**config.mk**
```make
export PLATFORM = sky130hd
export DESIGN_NAME = sram_phase_ctrl
export DESIGN_NICKNAME = d
export VERILOG_FILES = /design/src/rtl/sram_phase_pkg.sv /design/src/rtl/sram_phase_seq.sv /design/src/rtl/sram_phase_drv.sv /design/src/rtl/sram_phase_ctrl.sv
export SDC_FILE = /design/constraint.sdc
export NUM_CORES = 1
export LEC_CHECK = 0
export ABC_AREA = 1
export BUFFER_PORTS_ARGS = -buffer_cell sky130_fd_sc_hd__clkbuf_2
export CAP_MARGIN = 20
export CELL_PAD_IN_SITES_DETAIL_PLACEMENT = 0
export CELL_PAD_IN_SITES_GLOBAL_PLACEMENT = 1
export CORE_AREA = 2 2 80 82
export DETAILED_ROUTE_END_ITERATION = 12
export DIE_AREA = 0 0 82 84
export MAX_ROUTING_LAYER = met4
export PLACE_DENSITY = 0.87
export SYNTH_ARGS = -nofsm -noshare
export SYNTH_HDL_FRONTEND = slang
export SYNTH_HIERARCHICAL = 1
export SYNTH_SLANG_ARGS = --single-unit
```
**constraint.sdc**
```tcl
create_clock -name clk -period 2.3 [get_ports clk]
set_clock_uncertainty 0.2 [all_clocks]
set_input_delay 0.115 -clock clk [delete_from_list [all_inputs] [get_ports clk]]
set_output_delay 0.115 -clock clk [all_outputs]
set_load 0.01 [all_outputs]
```
**src/rtl/sram_phase_pkg.sv**
```systemverilog
package sram_phase_pkg;

    // Position inside one CPU cycle; the order is the access sequence.
    typedef enum logic [1:0] {
        PH_SETUP = 2'd0,
        PH_WR_A  = 2'd1,
        PH_WR_B  = 2'd2,
        PH_HOLD  = 2'd3
    } phase_e;

    // Latched kind of the access in progress.
    typedef struct packed {
        logic act;
        logic wr;
    } acc_ctl_t;

    localparam acc_ctl_t ACC_IDLE = '{act: 1'b0, wr: 1'b0};

    // Phases in which the write strobe may be low.
    function automatic logic strobe_phase(input phase_e p);
        return (p == PH_WR_A) || (p == PH_WR_B);
    endfunction

    function automatic phase_e phase_after(input phase_e p);
        return phase_e'(p + 2'd1);
    endfunction

endpackage

```
**src/rtl/sram_phase_seq.sv**
```systemverilog
module sram_phase_seq
    import sram_phase_pkg::*;
(
    input  logic   clk,
    input  logic   rst,
    input  logic   cpu_edge,
    output phase_e ph
);

    always_ff @(posedge clk) begin
        if (rst)
            ph <= PH_HOLD;
        else if (cpu_edge)
            ph <= PH_SETUP;
        else
            ph <= phase_after(ph);
    end

endmodule

```
**src/rtl/sram_phase_drv.sv**
```systemverilog
module sram_phase_drv
    import sram_phase_pkg::*;
#(
    parameter int ADDR_W = 8,
    parameter int DATA_W = 16,
    parameter int BE_W   = DATA_W / 8
) (
    input  logic              clk,
    input  logic              rst,
    input  logic              cpu_edge,
    input  phase_e            ph,
    input  logic              req_valid,
    input  logic              req_write,
    input  logic [ADDR_W-1:0] req_addr,
    input  logic [DATA_W-1:0] req_wdata,
    input  logic [BE_W-1:0]   req_be,
    input  logic [DATA_W-1:0] sram_dq_in,
    output logic [DATA_W-1:0] rd_data,
    output logic [ADDR_W-1:0] sram_addr,
    output logic [DATA_W-1:0] sram_dq_out,
    output logic              sram_dq_oe,
    output logic [BE_W-1:0]   sram_be_n,
    output logic              sram_oe_n,
    output logic              sram_we_n
);

    acc_ctl_t ctl;
    logic     open_wr;
    logic     rd_grab;

    // Strobe for the coming phase; aborted by a new CPU edge.
    assign open_wr = !cpu_edge && ctl.act && ctl.wr && strobe_phase(phase_after(ph));
    assign rd_grab = !cpu_edge && ctl.act && !ctl.wr && (ph == PH_WR_B);

    always_ff @(posedge clk) begin
        if (rst) begin
            ctl         <= ACC_IDLE;
            sram_addr   <= '0;
            sram_dq_out <= '0;
            sram_be_n   <= '1;
            sram_oe_n   <= 1'b1;
            sram_dq_oe  <= 1'b0;
            sram_we_n   <= 1'b1;
            rd_data     <= '0;
        end else begin
            if (cpu_edge) begin
                ctl         <= '{act: req_valid, wr: req_write};
                sram_addr   <= req_addr;
                sram_dq_out <= req_wdata;
                sram_be_n   <= req_valid ? ~req_be : '1;
                sram_oe_n   <= !(req_valid && !req_write);
                sram_dq_oe  <= req_valid && req_write;
            end else if (ph == PH_HOLD) begin
                ctl        <= ACC_IDLE;
                sram_be_n  <= '1;
                sram_oe_n  <= 1'b1;
                sram_dq_oe <= 1'b0;
            end
            sram_we_n <= !open_wr;
            if (rd_grab)
                rd_data <= sram_dq_in;
        end
    end


    we_inner_phase_chk: assert property (@(posedge clk) disable iff (rst)
        !sram_we_n |-> strobe_phase(ph));


    we_drives_bus_chk: assert property (@(posedge clk) disable iff (rst)
        !sram_we_n |-> (sram_dq_oe && sram_oe_n));


    we_stable_ctrl_chk: assert property (@(posedge clk) disable iff (rst)
        !sram_we_n |-> ($stable(sram_addr) && $stable(sram_dq_out) && $stable(sram_be_n)));


    bus_exclusive_chk: assert property (@(posedge clk) disable iff (rst)
        !(sram_dq_oe && !sram_oe_n));


    idle_be_chk: assert property (@(posedge clk) disable iff (rst)
        (sram_oe_n && !sram_dq_oe) |-> (&sram_be_n));

endmodule

```
**src/rtl/sram_phase_ctrl.sv**
```systemverilog
module sram_phase_ctrl
    import sram_phase_pkg::*;
#(
    parameter int ADDR_W = 8,
    parameter int DATA_W = 16,
    localparam int BE_W  = DATA_W / 8
) (
    input  logic              clk,
    input  logic              rst,
    input  logic              cpu_edge,
    input  logic              req_valid,
    input  logic              req_write,
    input  logic [ADDR_W-1:0] req_addr,
    input  logic [DATA_W-1:0] req_wdata,
    input  logic [BE_W-1:0]   req_be,
    output logic [DATA_W-1:0] rd_data,
    output logic [ADDR_W-1:0] sram_addr,
    output logic [DATA_W-1:0] sram_dq_out,
    input  logic [DATA_W-1:0] sram_dq_in,
    output logic              sram_dq_oe,
    output logic [BE_W-1:0]   sram_be_n,
    output logic              sram_oe_n,
    output logic              sram_we_n
);

    phase_e ph;

    sram_phase_seq u_seq (
        .clk      (clk),
        .rst      (rst),
        .cpu_edge (cpu_edge),
        .ph       (ph)
    );

    sram_phase_drv #(
        .ADDR_W (ADDR_W),
        .DATA_W (DATA_W),
        .BE_W   (BE_W)
    ) u_drv (
        .clk         (clk),
        .rst         (rst),
        .cpu_edge    (cpu_edge),
        .ph          (ph),
        .req_valid   (req_valid),
        .req_write   (req_write),
        .req_addr    (req_addr),
        .req_wdata   (req_wdata),
        .req_be      (req_be),
        .sram_dq_in  (sram_dq_in),
        .rd_data     (rd_data),
        .sram_addr   (sram_addr),
        .sram_dq_out (sram_dq_out),
        .sram_dq_oe  (sram_dq_oe),
        .sram_be_n   (sram_be_n),
        .sram_oe_n   (sram_oe_n),
        .sram_we_n   (sram_we_n)
    );


    edge_restarts_chk: assert property (@(posedge clk) disable iff (rst)
        cpu_edge |=> (ph == PH_SETUP));

endmodule

```
---- After elaboration in Yosys (flattened, before gate mapping) ----
Index checks and enable logic that the tools add are counted.
storage, ports and cells
  register bits ........................... 49
  memories ................................ 0
  output and inout bits ................... 45
  bits in writable memories ............... 0
  latch bits .............................. 0
  word-level logic and storage cells ...... 40
  input bits .............................. 47
  bits in read-only memories .............. 0
operators by class
  shift operators ......................... 0
  bitwise gates (word level) .............. 1
  multiplexer cells ....................... 10
  equal/unequal tests ..................... 4
  multipliers ............................. 0
  divide/modulo/power cells ............... 0
  reduce and logical (&&, ||, !) cells .... 14
  $add $sub $neg .......................... 1
  magnitude comparators ................... 0
operator list
  operator                                                                count
  2-bit two-way mux                                                       6
  1-bit logical AND                                                       7
  2-bit equality test (second input constant)                             3
  1-bit logical NOT                                                       5
  1-bit two-way mux                                                       4
  2-bit by 1-bit adder with 2-bit output (second input constant)          1
  2-bit by 1-bit equality test with 1-bit output (second input constant)  1
  2-bit inverter                                                          1
  2-bit nonzero test                                                      1
  1-bit logical OR                                                        1

---- Depth between registers and ports, before layout ----
  depth in word-level cells ............... 5
  gate-level depth with buffers ........... 8
  depth with buffers taken out ............ 7

---- Modules after synthesis ----
Netlist, hierarchy kept.
by module, submodules not included
  module          area an instance (um^2)  instances  seq. area each (um^2)  cells each
  sram_phase_drv  1835.5                   1          940.9                  246
  sram_phase_seq  76.3                     1          40.0                   11

---- Worst setup path before layout ----
OpenSTA, ideal clock, no wires.
  path kind ............................... register -> register
  start ................................... reg u_seq.ph[0]
  end ..................................... reg u_drv.rd_data[10]
  arrival ................................. 1143 ps
  period minus slack after synthesis ...... 1456 ps
  data required time ...................... 1987 ps
  setup slack ............................. 844 ps
  setup time .............................. 113 ps
  cell stages (with the launch flop) ...... 9
  path buffers ............................ 1
  path through ............................ dfxtp_1 inv_1 ha_1 inv_1 nor2_2 buf_2 nand3_1 nand2_1 nor2_1
on the way
  cells in the longest elaborated chain, start to end .. 2
ends and longest elaborated chain
  item                    line                  source
  start, declared         sram_phase_seq.sv:7   output phase_e ph
  start signal, assigned  sram_phase_seq.sv:16  ph <= phase_after(ph);
  2-bit equality test     sram_phase_drv.sv:33  assign rd_grab = !cpu_edge && ctl.act && !ctl.wr && (ph == PH_WR_B);
  1-bit logical AND       sram_phase_drv.sv:33
  end signal, assigned    sram_phase_drv.sv:61  rd_data <= sram_dq_in;
  end, declared           sram_phase_drv.sv:18  output logic [DATA_W-1:0] rd_data,
Every way passes these cells.
A chain may end at the register's enable or synchronous reset.

---- Worst setup path after layout ----
  start ................................... reg u_seq.ph[0]
  end ..................................... reg u_drv.sram_dq_oe
on the way
  cells in the longest elaborated chain, start to end .. 2
ends and longest elaborated chain
  item                                 line                  source
  2-bit equality test                  sram_phase_drv.sv:53  end else if (ph == PH_HOLD) begin
  2-bit nonzero test (no source line)  --
  end signal, assigned                 sram_phase_drv.sv:52  sram_dq_oe <= req_valid && req_write;
  end, declared                        sram_phase_drv.sv:21  output logic sram_dq_oe,
Every way passes these cells.

==> impl_metrics.py <==
metrics = {
    "route": {
        "wl_mm": 5.12,
        "drc": 0,
        "vias": 2046,
        "drtIter0Drc": 60,
        "drtPass1Iterations": 4,
        "via_per_inst": 4.36,
        "ant_nets": 0,
        "wire_per_inst_um": 10.9,
    },
    "floorplanning": {
        "start_util_pct": 31.4,
        "die-area_sq_mm": 0.00689,
        "num_rows": 29,
        "dieHeight_um": 84,
        "die_w_um": 82,
        "ioPinCount": 92,
        "core_area_sq_mm": 0.00610,
    },
    "logic_synthesis": {
        "synth_seq_cells": 49,
        "synth_fp_nets": 306,
        "yosysWarnings": 6,
        "seq_area_frac_synth_pct": 51.3,
        "syn_area_sq_mm": 0.00191,
        "avgSynthCellArea_sq_um": 7.44,
        "yosys.cell_types.count": 21,
        "netlist_instances": 257,
    },
    "global_routing": {
        "overflow": 0,
        "grt_pass1_wl_mm": 8.47,
        "antenna_found_initial": 0,
        "grt_pass1_vias": 1999,
        "grt_max_degree": 26,
        "grtUsageTotal_pct": 15.9,
    },
    "critical_path": {
        "critPathMaxStageDelay_ps": 560,
        "reg2reg_depth": 5,
        "path_depth": 5,
        "start_kind": "flip-flop",
        "worstPathRequired_ps": 2340,
        "critPathCaptureType": "flip-flop",
        "critPathArrivalTime_ps": 1890,
        "worstPathMaxFanout": 6,
        "crit_family": "buffers and inverters",
        "criticalPathCategory": "reg -> reg",
        "crit_slowest_cell": "dlygate4sd3_1",
        "path_cells": "ha_1 > nor2_1 > nand2_1 > a21oi_1 > dlygate4sd3_1",
        "critPathBufInv": 1,
    },
    "placement": {
        "io_buffer_count": 91,
        "post-place-ws_ps": 614,
        "place.gp.congestion": 0.707,
        "dp_cells": 415,
        "dp_hpwl_mm": 3.11,
    },
    "power_and_ir_drop": {
        "p_per_area_mw_per_mm2": 607,
        "ir_worst_vdd_mv": 0.357,
        "finalPower_uw": 1810,
        "power_leakage_uw": 0.00152,
    },
    "sta": {
        "period_minus_slack_ps": 1850,
        "slew_headroom_pct": 59.3,
        "max_freq_ghz": 0.541,
        "rsz0062_at_grt": "false",
        "final.setup.worst_slack_ps": 453,
        "setup_viol": 0,
        "setup_tns_ps": 0,
        "final_max_slew_viol_count": 0,
        "finalHoldViolCount": 0,
        "period_share_pct": 80.3,
        "worstMarginPinSlew_ps": 610,
    },
    "final_layout": {
        "insertedDiodeCount": 0,
        "layout_common_cells": "clkbuf_2 (91), nor2_1 (81), dfxtp_1 (49), dlygate4sd3_1 (46), nand2_1 (31)",
        "fin_cells": 469,
        "drive_gt1_share_pct": 27.0,
        "final_common_cell": "clkbuf_2",
        "nets": 440,
        "syn_to_final_growth_pct": 56.2,
    },
    "cts": {
        "htreeDepth": 2,
        "path_clk_slew_ps": 90,
        "clock_latency_ps": 290,
        "cts_tree": "yes",
        "cts_sinks": 49,
        "clk_path_buf_depth": 2,
        "ctsRootBufferMaster": "clkbuf_8",
        "ctsResizeCount": 0,
        "cts_buffers": 5,
    },
    "job": {
        "cap_violations": 0,
    },
    "outcome": {
        "status": "finished clean",
    },
    "worst_hold_path": {
        "holdPathStages": 3,
        "min_path_type": "in -> reg",
    },
}
[routing by layer]
layer / wire length, um / vias up / global-route usage, %
li1: - / 1057 / -
met1: 2200 / 893 / 17.5
met2: 2470 / 91 / 27.8
met3: 412 / 5 / 4.55
met4: 48 / 0 / 3.64
met5: 0 / - / -
[area by class of cell]
cell class              count  area (sq um)
clock buffers               7          86.3
clock inverters             1          30.0
fillers                   604          3110
inverters                  28           110
multi-input cells         168           751
flip-flops and latches     49           981
well taps                  77          96.3
repair buffers            139           931
[logic make-up (layout without fill, tap and decap cells)]
logic type                 Yosys count  count (layout)  share of synthesized area, %
DFF                                 49              49                          51.3
AOI/OAI and AO/OA                   31              31                          8.18
and+or+nand+nor                    134             134                          29.3
adders and majority gates            2               2                          1.31
xor gates and xnor gates             1               1                         0.458
buffers and inverters               40             175                          9.42
[flip-flops by register name, indices dropped and copies added (netlist names)]
signal and count:
u_drv/ctl 2, u_drv/sram_we_n 1, u_drv/sram_be_n 2, u_drv/sram_addr 8, u_drv/sram_dq_out 16, u_seq/ph 2
u_drv/rd_data 16, u_drv/sram_oe_n 1, u_drv/sram_dq_oe 1
[stage by stage]
| stage | cell area (sq um) | utilization [%] | hold slack, ps |
|---|---|---|---|
| CTS | 2990 | 49.0 | 113 |
| global route | 2990 | 49.0 | 129 |
| finish | 2990 | 49.0 | 116 |
| detailed placement | 2410 | 39.5 | 144 |
| global placement | 2410 | 39.5 | 137 |
| floorplan | 1910 | - | -15.9 |
[cell usage after synthesis (all sizes together)]
master  instances  share of area [%]
nor2           84                 18
dfxtp          49                 51
nand2          32                6.7
inv            27                5.3
o21ai          27                7.1
nand3          17                4.5
buf             8                2.9
clkbuf          4               0.79
a21oi           3               0.79
ha              2                1.3
clkinv          1               0.46
nand4           1               0.33
o22ai           1               0.33
xor2            1               0.46
[report_power, final]
group	internal [uW]	switching (uW)
Sequential	888	22.5
Combinational	139	138
Clock	355	271
[worst paths after layout]
check / start / endpoint / slack, ps
max: u_seq/ph[0] / u_drv/sram_dq_oe / 450
min: cpu_edge / u_drv/ctl[0] / 120
max reg2reg: u_seq/ph[0] / u_drv/sram_dq_oe / 450
min reg2reg: u_drv/ctl[0] / u_drv/sram_we_n / 270
[worst register-to-register path, stage by stage (launching register included)]
cell and delay, ps:
dfxtp_1 370, ha_1 230, nor2_1 210, nand2_1 80
a21oi_1 140, dlygate4sd3_1 560
[repair_timing]
item,4_1_cts,5_1_grt
hold endpoints to repair,48,0
buffers inserted,0,0
hold buffers,46,0
Note: power is estimated with default switching activity, not from simulation.
